File: src/rtl/swd_seq_pkg.sv
package swd_seq_pkg;

  typedef enum logic [1:0] {
    OP_CONNECT = 2'd0,
    OP_DEBUG   = 2'd1,
    OP_WRITE   = 2'd2,
    OP_READ    = 2'd3
  } opcode_t;

  typedef enum logic [1:0] {
    XK_XFER    = 2'd0,
    XK_LINERST = 2'd1,
    XK_IDLE    = 2'd2
  } xkind_t;

  typedef enum logic [3:0] {
    ST_LR0, ST_LR1, ST_LR2, ST_IDLE, ST_IDCODE,
    ST_DBG_ABORT, ST_DBG_CTRL,
    ST_ABORT, ST_SELECT, ST_CSW, ST_TAR,
    ST_DRW_WR, ST_RDBUFF, ST_DRW_RD, ST_END
  } step_t;

  typedef enum logic [1:0] {F_IDLE, F_ISSUE, F_BUSY} fsm_t;

  // Control-to-datapath strobes
  typedef struct packed {
    logic loadCmd;
    logic dropFirst;
    logic consumeWord;
  } strobe_t;

  localparam logic [2:0] ACK_OK   = 3'b001;
  localparam logic [2:0] ACK_WAIT = 3'b010;

  localparam logic [31:0] ABORT_CLEAR = 32'h0000_001E;
  localparam logic [31:0] PWR_UP_REQ  = 32'h5000_0000;
  localparam logic [31:0] CSW_WORD32  = 32'h2300_0012;

  localparam int RST_FIRST  = 56;
  localparam int RST_NEXT   = 59;
  localparam int IDLE_CLKS  = 16;
  localparam int TRL_IDCODE = 6;
  localparam int TRL_WRITE  = 7;
  localparam int TRL_READ   = 3;

endpackage

File: src/rtl/swd_seq_ctrl.sv
module swd_seq_ctrl
  import swd_seq_pkg::*;
(
  input  logic       clk,
  input  logic       rstN,
  input  logic       cmdValid,
  input  logic [1:0] cmdOp,
  input  logic       xferDone,
  input  logic [2:0] xferAck,
  input  logic       lenZero,
  input  logic       lenOne,
  input  logic       firstPending,
  output logic       cmdReady,
  output logic       xferStart,
  output logic       opDone,
  output logic       opError,
  output step_t      step,
  output strobe_t    strb
);

  fsm_t    state;
  opcode_t opReg;
  step_t   nextS;
  step_t   firstS;
  logic    isXfer;
  logic    ackOk;
  logic    ackWait;
  logic    accept;

  assign cmdReady  = (state == F_IDLE);
  assign xferStart = (state == F_ISSUE);
  assign isXfer    = !(step inside {ST_LR0, ST_LR1, ST_LR2, ST_IDLE});
  assign ackOk     = (xferAck == ACK_OK);
  assign ackWait   = (xferAck == ACK_WAIT);
  assign accept    = (state == F_BUSY) && xferDone && (!isXfer || ackOk);

  always_comb begin
    case (opcode_t'(cmdOp))
      OP_CONNECT: firstS = ST_LR0;
      OP_DEBUG:   firstS = ST_DBG_ABORT;
      default:    firstS = ST_ABORT;
    endcase
  end

  always_comb begin
    case (step)
      ST_LR0:       nextS = ST_LR1;
      ST_LR1:       nextS = ST_LR2;
      ST_LR2:       nextS = ST_IDLE;
      ST_IDLE:      nextS = ST_IDCODE;
      ST_DBG_ABORT: nextS = ST_DBG_CTRL;
      ST_ABORT:     nextS = ST_SELECT;
      ST_SELECT:    nextS = ST_CSW;
      ST_CSW:       nextS = ST_TAR;
      ST_TAR:       nextS = (opReg == OP_WRITE) ? ST_DRW_WR : ST_DRW_RD;
      ST_DRW_WR:    nextS = ST_RDBUFF;
      default:      nextS = ST_END;
    endcase
  end

  always_comb begin
    strb             = '0;
    strb.loadCmd     = cmdReady && cmdValid;
    strb.dropFirst   = accept && (step == ST_DRW_RD) && firstPending;
    strb.consumeWord = accept && (step == ST_DRW_RD) && !firstPending;
  end

  always_ff @(posedge clk) begin
    if (!rstN) begin
      state   <= F_IDLE;
      opReg   <= OP_CONNECT;
      step    <= ST_END;
      opDone  <= 1'b0;
      opError <= 1'b0;
    end else begin
      opDone  <= 1'b0;
      opError <= 1'b0;
      case (state)
        F_IDLE: begin
          if (cmdValid) begin
            opReg <= opcode_t'(cmdOp);
            step  <= firstS;
            state <= F_ISSUE;
          end
        end
        F_ISSUE: state <= F_BUSY;
        default: begin
          if (xferDone) begin
            if (isXfer && ackWait) begin
              state <= F_ISSUE;
            end else if (isXfer && !ackOk) begin
              state   <= F_IDLE;
              opDone  <= 1'b1;
              opError <= 1'b1;
            end else if (step == ST_DRW_RD) begin
              if (!firstPending && lenOne) begin
                state  <= F_IDLE;
                opDone <= 1'b1;
              end else begin
                state <= F_ISSUE;
              end
            end else if (nextS == ST_END ||
                         (step == ST_TAR && opReg == OP_READ && lenZero)) begin
              state  <= F_IDLE;
              opDone <= 1'b1;
            end else begin
              step  <= nextS;
              state <= F_ISSUE;
            end
          end
        end
      endcase
    end
  end

endmodule

File: src/rtl/swd_seq_dp.sv
module swd_seq_dp
  import swd_seq_pkg::*;
#(
  parameter int LEN_W = 8,
  parameter int CNT_W = 8
) (
  input  logic             clk,
  input  logic             rstN,
  input  strobe_t          strb,
  input  step_t            step,
  input  logic [31:0]      cmdAddr,
  input  logic [31:0]      cmdWdata,
  input  logic [LEN_W-1:0] cmdLen,
  input  logic [31:0]      xferRdata,
  output logic             lenZero,
  output logic             lenOne,
  output logic             firstPending,
  output logic             rdValid,
  output logic [31:0]      rdData,
  output logic [1:0]       xferKind,
  output logic             xferApnDp,
  output logic             xferRnw,
  output logic [1:0]       xferA,
  output logic [31:0]      xferWdata,
  output logic [CNT_W-1:0] xferCount
);

  logic [31:0]      addrReg;
  logic [31:0]      wdataReg;
  logic [LEN_W-1:0] lenReg;

  assign lenZero = (lenReg == '0);
  assign lenOne  = (lenReg == LEN_W'(1));

  always_ff @(posedge clk) begin
    if (!rstN) begin
      addrReg      <= '0;
      wdataReg     <= '0;
      lenReg       <= '0;
      firstPending <= 1'b0;
      rdValid      <= 1'b0;
      rdData       <= '0;
    end else begin
      rdValid <= strb.consumeWord;
      if (strb.loadCmd) begin
        addrReg      <= cmdAddr;
        wdataReg     <= cmdWdata;
        lenReg       <= cmdLen;
        firstPending <= 1'b1;
      end
      if (strb.dropFirst) firstPending <= 1'b0;
      if (strb.consumeWord) begin
        lenReg <= lenReg - LEN_W'(1);
        rdData <= xferRdata;
      end
    end
  end

  // Job field decode per step
  always_comb begin
    xferKind  = XK_XFER;
    xferApnDp = 1'b0;
    xferRnw   = 1'b0;
    xferA     = 2'd0;
    xferWdata = '0;
    xferCount = '0;
    case (step)
      ST_LR0: begin xferKind = XK_LINERST; xferCount = CNT_W'(RST_FIRST); end
      ST_LR1, ST_LR2: begin xferKind = XK_LINERST; xferCount = CNT_W'(RST_NEXT); end
      ST_IDLE: begin xferKind = XK_IDLE; xferCount = CNT_W'(IDLE_CLKS); end
      ST_IDCODE: begin xferRnw = 1'b1; xferCount = CNT_W'(TRL_IDCODE); end
      ST_DBG_ABORT, ST_ABORT: begin
        xferWdata = ABORT_CLEAR; xferCount = CNT_W'(TRL_WRITE);
      end
      ST_DBG_CTRL: begin
        xferA = 2'd1; xferWdata = PWR_UP_REQ; xferCount = CNT_W'(TRL_WRITE);
      end
      ST_SELECT: xferA = 2'd2;
      ST_CSW: begin xferApnDp = 1'b1; xferWdata = CSW_WORD32; end
      ST_TAR: begin xferApnDp = 1'b1; xferA = 2'd1; xferWdata = addrReg; end
      ST_DRW_WR: begin
        xferApnDp = 1'b1; xferA = 2'd3; xferWdata = wdataReg;
        xferCount = CNT_W'(TRL_WRITE);
      end
      ST_RDBUFF: begin xferRnw = 1'b1; xferA = 2'd3; xferCount = CNT_W'(TRL_READ); end
      ST_DRW_RD: begin
        xferApnDp = 1'b1; xferRnw = 1'b1; xferA = 2'd3;
        xferCount = CNT_W'(TRL_READ);
      end
      default: ;
    endcase
  end

endmodule

File: src/rtl/swd_mem_seq.sv
module swd_mem_seq
  import swd_seq_pkg::*;
#(
  parameter int LEN_W = 8,
  parameter int CNT_W = 8
) (
  input  logic             clk,
  input  logic             rstN,
  input  logic             cmdValid,
  output logic             cmdReady,
  input  logic [1:0]       cmdOp,
  input  logic [31:0]      cmdAddr,
  input  logic [31:0]      cmdWdata,
  input  logic [LEN_W-1:0] cmdLen,
  output logic             rdValid,
  output logic [31:0]      rdData,
  output logic             opDone,
  output logic             opError,
  output logic             xferStart,
  output logic [1:0]       xferKind,
  output logic             xferApnDp,
  output logic             xferRnw,
  output logic [1:0]       xferA,
  output logic [31:0]      xferWdata,
  output logic [CNT_W-1:0] xferCount,
  input  logic             xferDone,
  input  logic [2:0]       xferAck,
  input  logic [31:0]      xferRdata
);

  step_t   step;
  strobe_t strb;
  logic    lenZero;
  logic    lenOne;
  logic    firstPending;

  swd_seq_ctrl u_ctrl (
    .clk(clk), .rstN(rstN), .cmdValid(cmdValid), .cmdOp(cmdOp),
    .xferDone(xferDone), .xferAck(xferAck),
    .lenZero(lenZero), .lenOne(lenOne), .firstPending(firstPending),
    .cmdReady(cmdReady), .xferStart(xferStart),
    .opDone(opDone), .opError(opError), .step(step), .strb(strb)
  );

  swd_seq_dp #(.LEN_W(LEN_W), .CNT_W(CNT_W)) u_dp (
    .clk(clk), .rstN(rstN), .strb(strb), .step(step),
    .cmdAddr(cmdAddr), .cmdWdata(cmdWdata), .cmdLen(cmdLen),
    .xferRdata(xferRdata),
    .lenZero(lenZero), .lenOne(lenOne), .firstPending(firstPending),
    .rdValid(rdValid), .rdData(rdData),
    .xferKind(xferKind), .xferApnDp(xferApnDp), .xferRnw(xferRnw),
    .xferA(xferA), .xferWdata(xferWdata), .xferCount(xferCount)
  );

endmodule

File: config.mk
export PLATFORM = sky130hd
export DESIGN_NAME = swd_mem_seq
export DESIGN_NICKNAME = d
export VERILOG_FILES = /design/src/rtl/swd_seq_pkg.sv /design/src/rtl/swd_seq_ctrl.sv /design/src/rtl/swd_seq_dp.sv /design/src/rtl/swd_mem_seq.sv
export SDC_FILE = /design/constraint.sdc
export NUM_CORES = 1
export LEC_CHECK = 0
export BUFFER_PORTS_ARGS = -buffer_cell sky130_fd_sc_hd__buf_4
export CAP_MARGIN = 15
export CORE_ASPECT_RATIO = 0.6
export CORE_MARGIN = 10
export CORE_UTILIZATION = 53
export DETAILED_ROUTE_END_ITERATION = 7
export GPL_TIMING_DRIVEN = 0
export PLACE_DENSITY_LB_ADDON = 0.25
export SLEW_MARGIN = 20
export SYNTH_ARGS = -nofsm -noshare
export SYNTH_HDL_FRONTEND = slang
export SYNTH_SLANG_ARGS = --single-unit
File: constraint.sdc
create_clock -name clk -period 4 [get_ports clk]
set_input_delay 0.4 -clock clk [delete_from_list [all_inputs] [get_ports clk]]
set_output_delay 0.4 -clock clk [all_outputs]
set_load 0.03 [all_outputs]
## Word-level counts from Yosys, hierarchy flattened

Cells that the tools add are included.

- Flip-flop bits (word level): 116
- Bits of input ports: 113
- Output and inout bits: 83
- Word-level logic and storage cells: 111

- $add $sub $neg: 1
- Eq/ne operators: 27
- Muxes and demuxes: 31
- Bitwise operators: 3
- Reduce and logical (&&, ||, !) cells: 38

Operators with widths:

| cell | number |
|---|---|
| case mux 32 bit (5 select lines) | 1 |
| case mux 4 bit (10 select lines) | 1 |
| case mux 6 bit (6 select lines) | 1 |
| equality test 4 bit (second input constant) | 7 |
| two-way mux 4 bit | 6 |
| equality test 4 x 3 -> 1 bit (second input constant) | 4 |
| two-way mux 8 bit | 2 |
| logical AND 1 bit | 11 |
| two-way mux 2 bit | 5 |
| OR reduction 2 bit | 5 |
| two-way mux 1 bit | 9 |
| OR reduction 3 bit | 3 |
| equality test 4 x 2 -> 1 bit (second input constant) | 2 |
| equality test 8 x 1 -> 1 bit (second input constant) | 1 |
| zero test 8 bit | 1 |
| != test 2 x 1 -> 1 bit (second input constant) | 4 |
| case mux 2 bit (2 select lines) | 2 |
| case mux 4 bit (2 select lines) | 1 |
| OR reduction 4 bit | 2 |
| subtractor 8 x 1 -> 8 bit (second input constant) | 1 |
| AND reduction 7 bit | 1 |
| equality test 2 bit (second input constant) | 3 |
| case mux 2 bit (3 select lines) | 1 |
| case mux 3 bit (2 select lines) | 1 |
| other kinds (16) | 25 |

## Logic depth before layout (Yosys ltp)

- Depth in word-level cells: 11
- Gate-level depth with buffers: 8
- Mapped depth without buffers: 6

## Modules after synthesis

A second synthesis with hierarchy kept.

- Cell total of the unflattened synthesis: 545
- Area total of the unflattened synthesis: 5,346.4 µm²

By module, submodules not included:

| module | times used | cells each | area each (µm²) | sequential area each (µm²) |
|---|---|---|---|---|
| swd_seq_dp | 1 | 469 | 4,752.1 | 2,122.0 |
| swd_seq_ctrl | 1 | 76 | 594.3 | 200.2 |

## Worst setup path before layout

No wires, ideal clock.

- Path kind: register to output
- From: register u_ctrl.step[0]
- To: output xferWdata[4]
- Arrival time: 1,818 ps
- Required time: 3,600 ps
- Slack: 1,782 ps
- Cell stages (with the launch flop): 6
- Buffers on the path: 3
- Path through: dfxtp_1 -> buf_2 -> buf_2 -> clkbuf_1 -> a21oi_1 -> o31ai_1

- Longest elaborated chain between the ends: 3
- Elaborated cells on any way between the ends: 8
- Classes of those cells: 6 x eq/ne; 1 x mux; 1 x reduce/logical

Ends and longest elaborated chain:

| what | RTL line | source |
|---|---|---|
| start, declared | swd_seq_ctrl.sv:17 | `output step_t step,` |
| start signal, assigned | swd_seq_ctrl.sv:82 | `step <= firstS;` |
| start signal, assigned | swd_seq_ctrl.sv:107 | `step <= nextS;` |
| equality test 4 x 3 -> 1 bit | swd_seq_dp.sv:67 | `case (step)` |
| OR reduction 2 bit | swd_seq_dp.sv:67 |  |
| case mux 32 bit (5 select lines) (*) | swd_seq_dp.sv:67 |  |
| end, declared | swd_mem_seq.sv:24 | `output logic [31:0] xferWdata,` |

Mark *: on every way between the ends. The rest lies on a longest branch, timed or not.

## Final worst setup path

Ends and elaborated chain as after synthesis.

==> flow_summary.ini <==
[clock_tree]
cts_max_level = 4
cts-resized-gates = 0
clockRootBuffer = clkbuf_16
clockBufferDepth = 2
cts_buffers = 17
hold_buffers = 0
cts_tree = built
path_clk_slew_ns = 0.05
clkLatencyLatePin_ns = 0.42
clock-sinks = 116
post_cts_buffers = 0

[worst_hold_path]
min_path_type = in -> reg
whs_endpoint = u_dp.lenReg[6]
hold_depth = 3
min-delay-start = cmdLen[6]

[worst_setup_path]
rrSetupSlack_ns = 2.00
required_ns = 3.60
cp-startpoint = u_ctrl.step[0]
arrival_ns = 2.34
end_kind = output port
cp_cell_sequence = buf_2 > buf_2 > clkbuf_1 > a21oi_1 > o31ai_1 > buf_4
crit_type = reg -> out
r2r-end = u_ctrl.step[2]
critical_path.most_common_cell = buf_2
critPathMaxStageDelay_ns = 0.43
cp_slowest_cell = clkbuf_1
reg2regPathDepth = 6
cp_max_fo = 10
start_kind = register
r2r_start = u_dp.lenReg[0]

[detailed_routing]
drt_iter0_drc = 543
wl_met3_um = 2040
wl_met2_um = 8570
wl_met1_um = 7820
drc_errors = 0
via_count = 5716
top_layer_used = met4
wirelength_um = 18700
via_per_inst = 5.64
drt_pass1_iterations = 6
avgRoutedWirePerCell_um = 18.5
ant_nets = 0

[power_and_ir_drop]
switching_power_mw = 0.992
power.density_mw_per_mm2 = 456
pwr-share-seq_pct = 38.4
power.internal_mw = 2.34
power_frac_clock_pct = 42.4
p_leak_nw = 3.19
switching_share_pct = 29.8
combPwrFrac_pct = 19.2
vdd_drop_max_mv = 0.346

[sta]
fmax_mhz = 365
slew_viol_final = 0
worst_pin_slew_ns = 0.665
timing.hold.ws_ns = 0.210
setup_violations = 0
hold_violations = 0
min_period_over_period_pct = 68.4
tns_ns = 0
slew_headroom_pct = 55.3
rsz0062_at_grt = false
final.min_clock_period_ns = 2.74
finClkSkew_ns = 0.00673

[global_route]
grt_max_degree = 17
grt_use_total_pct = 24.7
grt_pass1_wl_um = 28000
grt_overflow = 0
antenna_found_initial = 0
grt_pass1_vias = 5529

[run]
maxCapViolCount = 0

[yosys]
synth-main-ff-cell = dfxtp_1
yosysSeqAreaShare_pct = 45.3
synth_area_leaders = dfxtp_1, nand2_1, a21oi_1
synthArstFlopShare_pct = 0
yosysTopAreaCell = dfxtp_1
syn_inst = 658
synth-edff-count = 0
synth_warnings = 0
ys_types = 61
synth_area_per_cell_um2 = 7.80
synth_seq_cells = 116
yosysTopAreaCellShare_pct = 45.3
syn-cell-area_mm2 = 0.00513

[final_layout]
diodes = 0
syn_to_final_growth_pct = 42.2
nNetsFinal = 986
drive_above_1_share_pct = 30.1
final_common_cell = nand2_1
fillCellCount = 628
mostFrequentLayoutCells = nand2_1, buf_4, dfxtp_1

[floorplanning]
start_util_pct = 55.2
die_y_um = 96.2
dieArea_mm2 = 0.0141
rows = 27
die_w_um = 147
core_mm2 = 0.00929
pin_count = 196

[run_status]
status = finished, final reports clean

[placement]
gp_congestion = 0.928
io_buffers = 193
hpwl_um = 13900
==> Yosys cell counts (all sizes together), types with 4 or more instances <==
cell    number
a21oi      112
a22o        23
a31oi        5
and3         5
buf         32
clkbuf      23
dfxtp      116
inv          9
mux2i        6
nand2      218
nand2b       7
nand3        5
nand4        4
nor2        13
nor3         6
o211ai       5
o21a         6
o21ai       10
or2          4
==> metrics by stage <==
stage                     instance area (µm²)  std cells  total power [mW]  setup WS (ns)  utilization (%)
after floorplan                          5130        659              1.66           1.78                -
after global placement                   6750        982              1.89           1.82             72.6
after detailed placement                 6750        982              1.92           1.78             72.6
after CTS                                7300       1013              3.31           1.33             78.5
after global routing                     7300       1013              3.43           1.11             78.5
final                                    7300       1013              3.33           1.26             78.5
==> power groups by stage <==
stage / Sequential (mW) / Clock [mW] / Combinational (mW)
finish: 1.28 / 1.41 / 0.640
CTS: 1.27 / 1.41 / 0.626
global placement: 1.29 / 0 / 0.598
floorplan: 1.29 / 0 / 0.376
detailed placement: 1.30 / 0 / 0.619
global route: 1.28 / 1.46 / 0.685
==> kinds of logic after synthesis <==
| kind of cell | Yosys count | synth area share, % |
|---|---|---|
| AOI/OAI and AO/OA | 185 | 22.3 |
| adders and majority gates | 2 | 0.488 |
| buffers and inverters | 64 | 6.12 |
| DFF | 116 | 45.3 |
| muxes | 6 | 1.17 |
| other | 1 | 0.0731 |
| and+or+nand+nor | 284 | 24.6 |
==> area by class of cell <==
| type | count | area [µm²] | area share (%) |
|---|---|---|---|
| Clock inverter | 13 | 113 | 1.54 |
| Inverter | 9 | 33.8 | 0.463 |
| Clock buffer | 18 | 439 | 6.02 |
| Tap cell | 130 | 163 | 2.23 |
| Multi-Input combinational cell | 479 | 2500 | 34.2 |
| Timing Repair Buffer | 193 | 1450 | 19.9 |
| Buffer | 55 | 280 | 3.84 |
| Sequential cell | 116 | 2320 | 31.8 |
==> routing by layer <==
| metal | track usage [%] | vias up |
|---|---|---|
| met3 | 8.29 | 36 |
| met2 | 40.1 | 366 |
| li1 | - | 2666 |
| met5 | 0 | - |
| met1 | 31.0 | 2648 |
| met4 | 7.88 | 0 |
==> state kept, by name (all words and copies together), names as in the netlist <==
| register | flops |
|---|---|
| u_ctrl.opDone | 1 |
| u_ctrl.opError | 1 |
| u_ctrl.opReg | 2 |
| u_ctrl.state | 2 |
| u_ctrl.step | 4 |
| u_dp.addrReg | 32 |
| u_dp.firstPending | 1 |
| u_dp.lenReg | 8 |
| u_dp.rdData | 32 |
| u_dp.rdValid | 1 |
| u_dp.wdataReg | 32 |
==> worst max path at each step <==
| stage | endpoint | slack, ns | cells after the start |
|---|---|---|---|
| floorplan | xferWdata[4] | 1.78 | 5 |
| global placement | xferWdata[4] | 1.82 | 6 |
| detailed placement | xferWdata[4] | 1.78 | 6 |
| CTS | xferWdata[4] | 1.33 | 6 |
| global route | xferA[0] | 1.11 | 5 |
| finish | xferWdata[4] | 1.26 | 6 |
==> critical path: cells and delay by family, from the launching register on <==
kind,cells,cell delay (ns)
compound gates,2,0.41
buf+inv,4,1.15
flops,1,0.34
No activity file was read; power rests on OpenSTA's default activity.
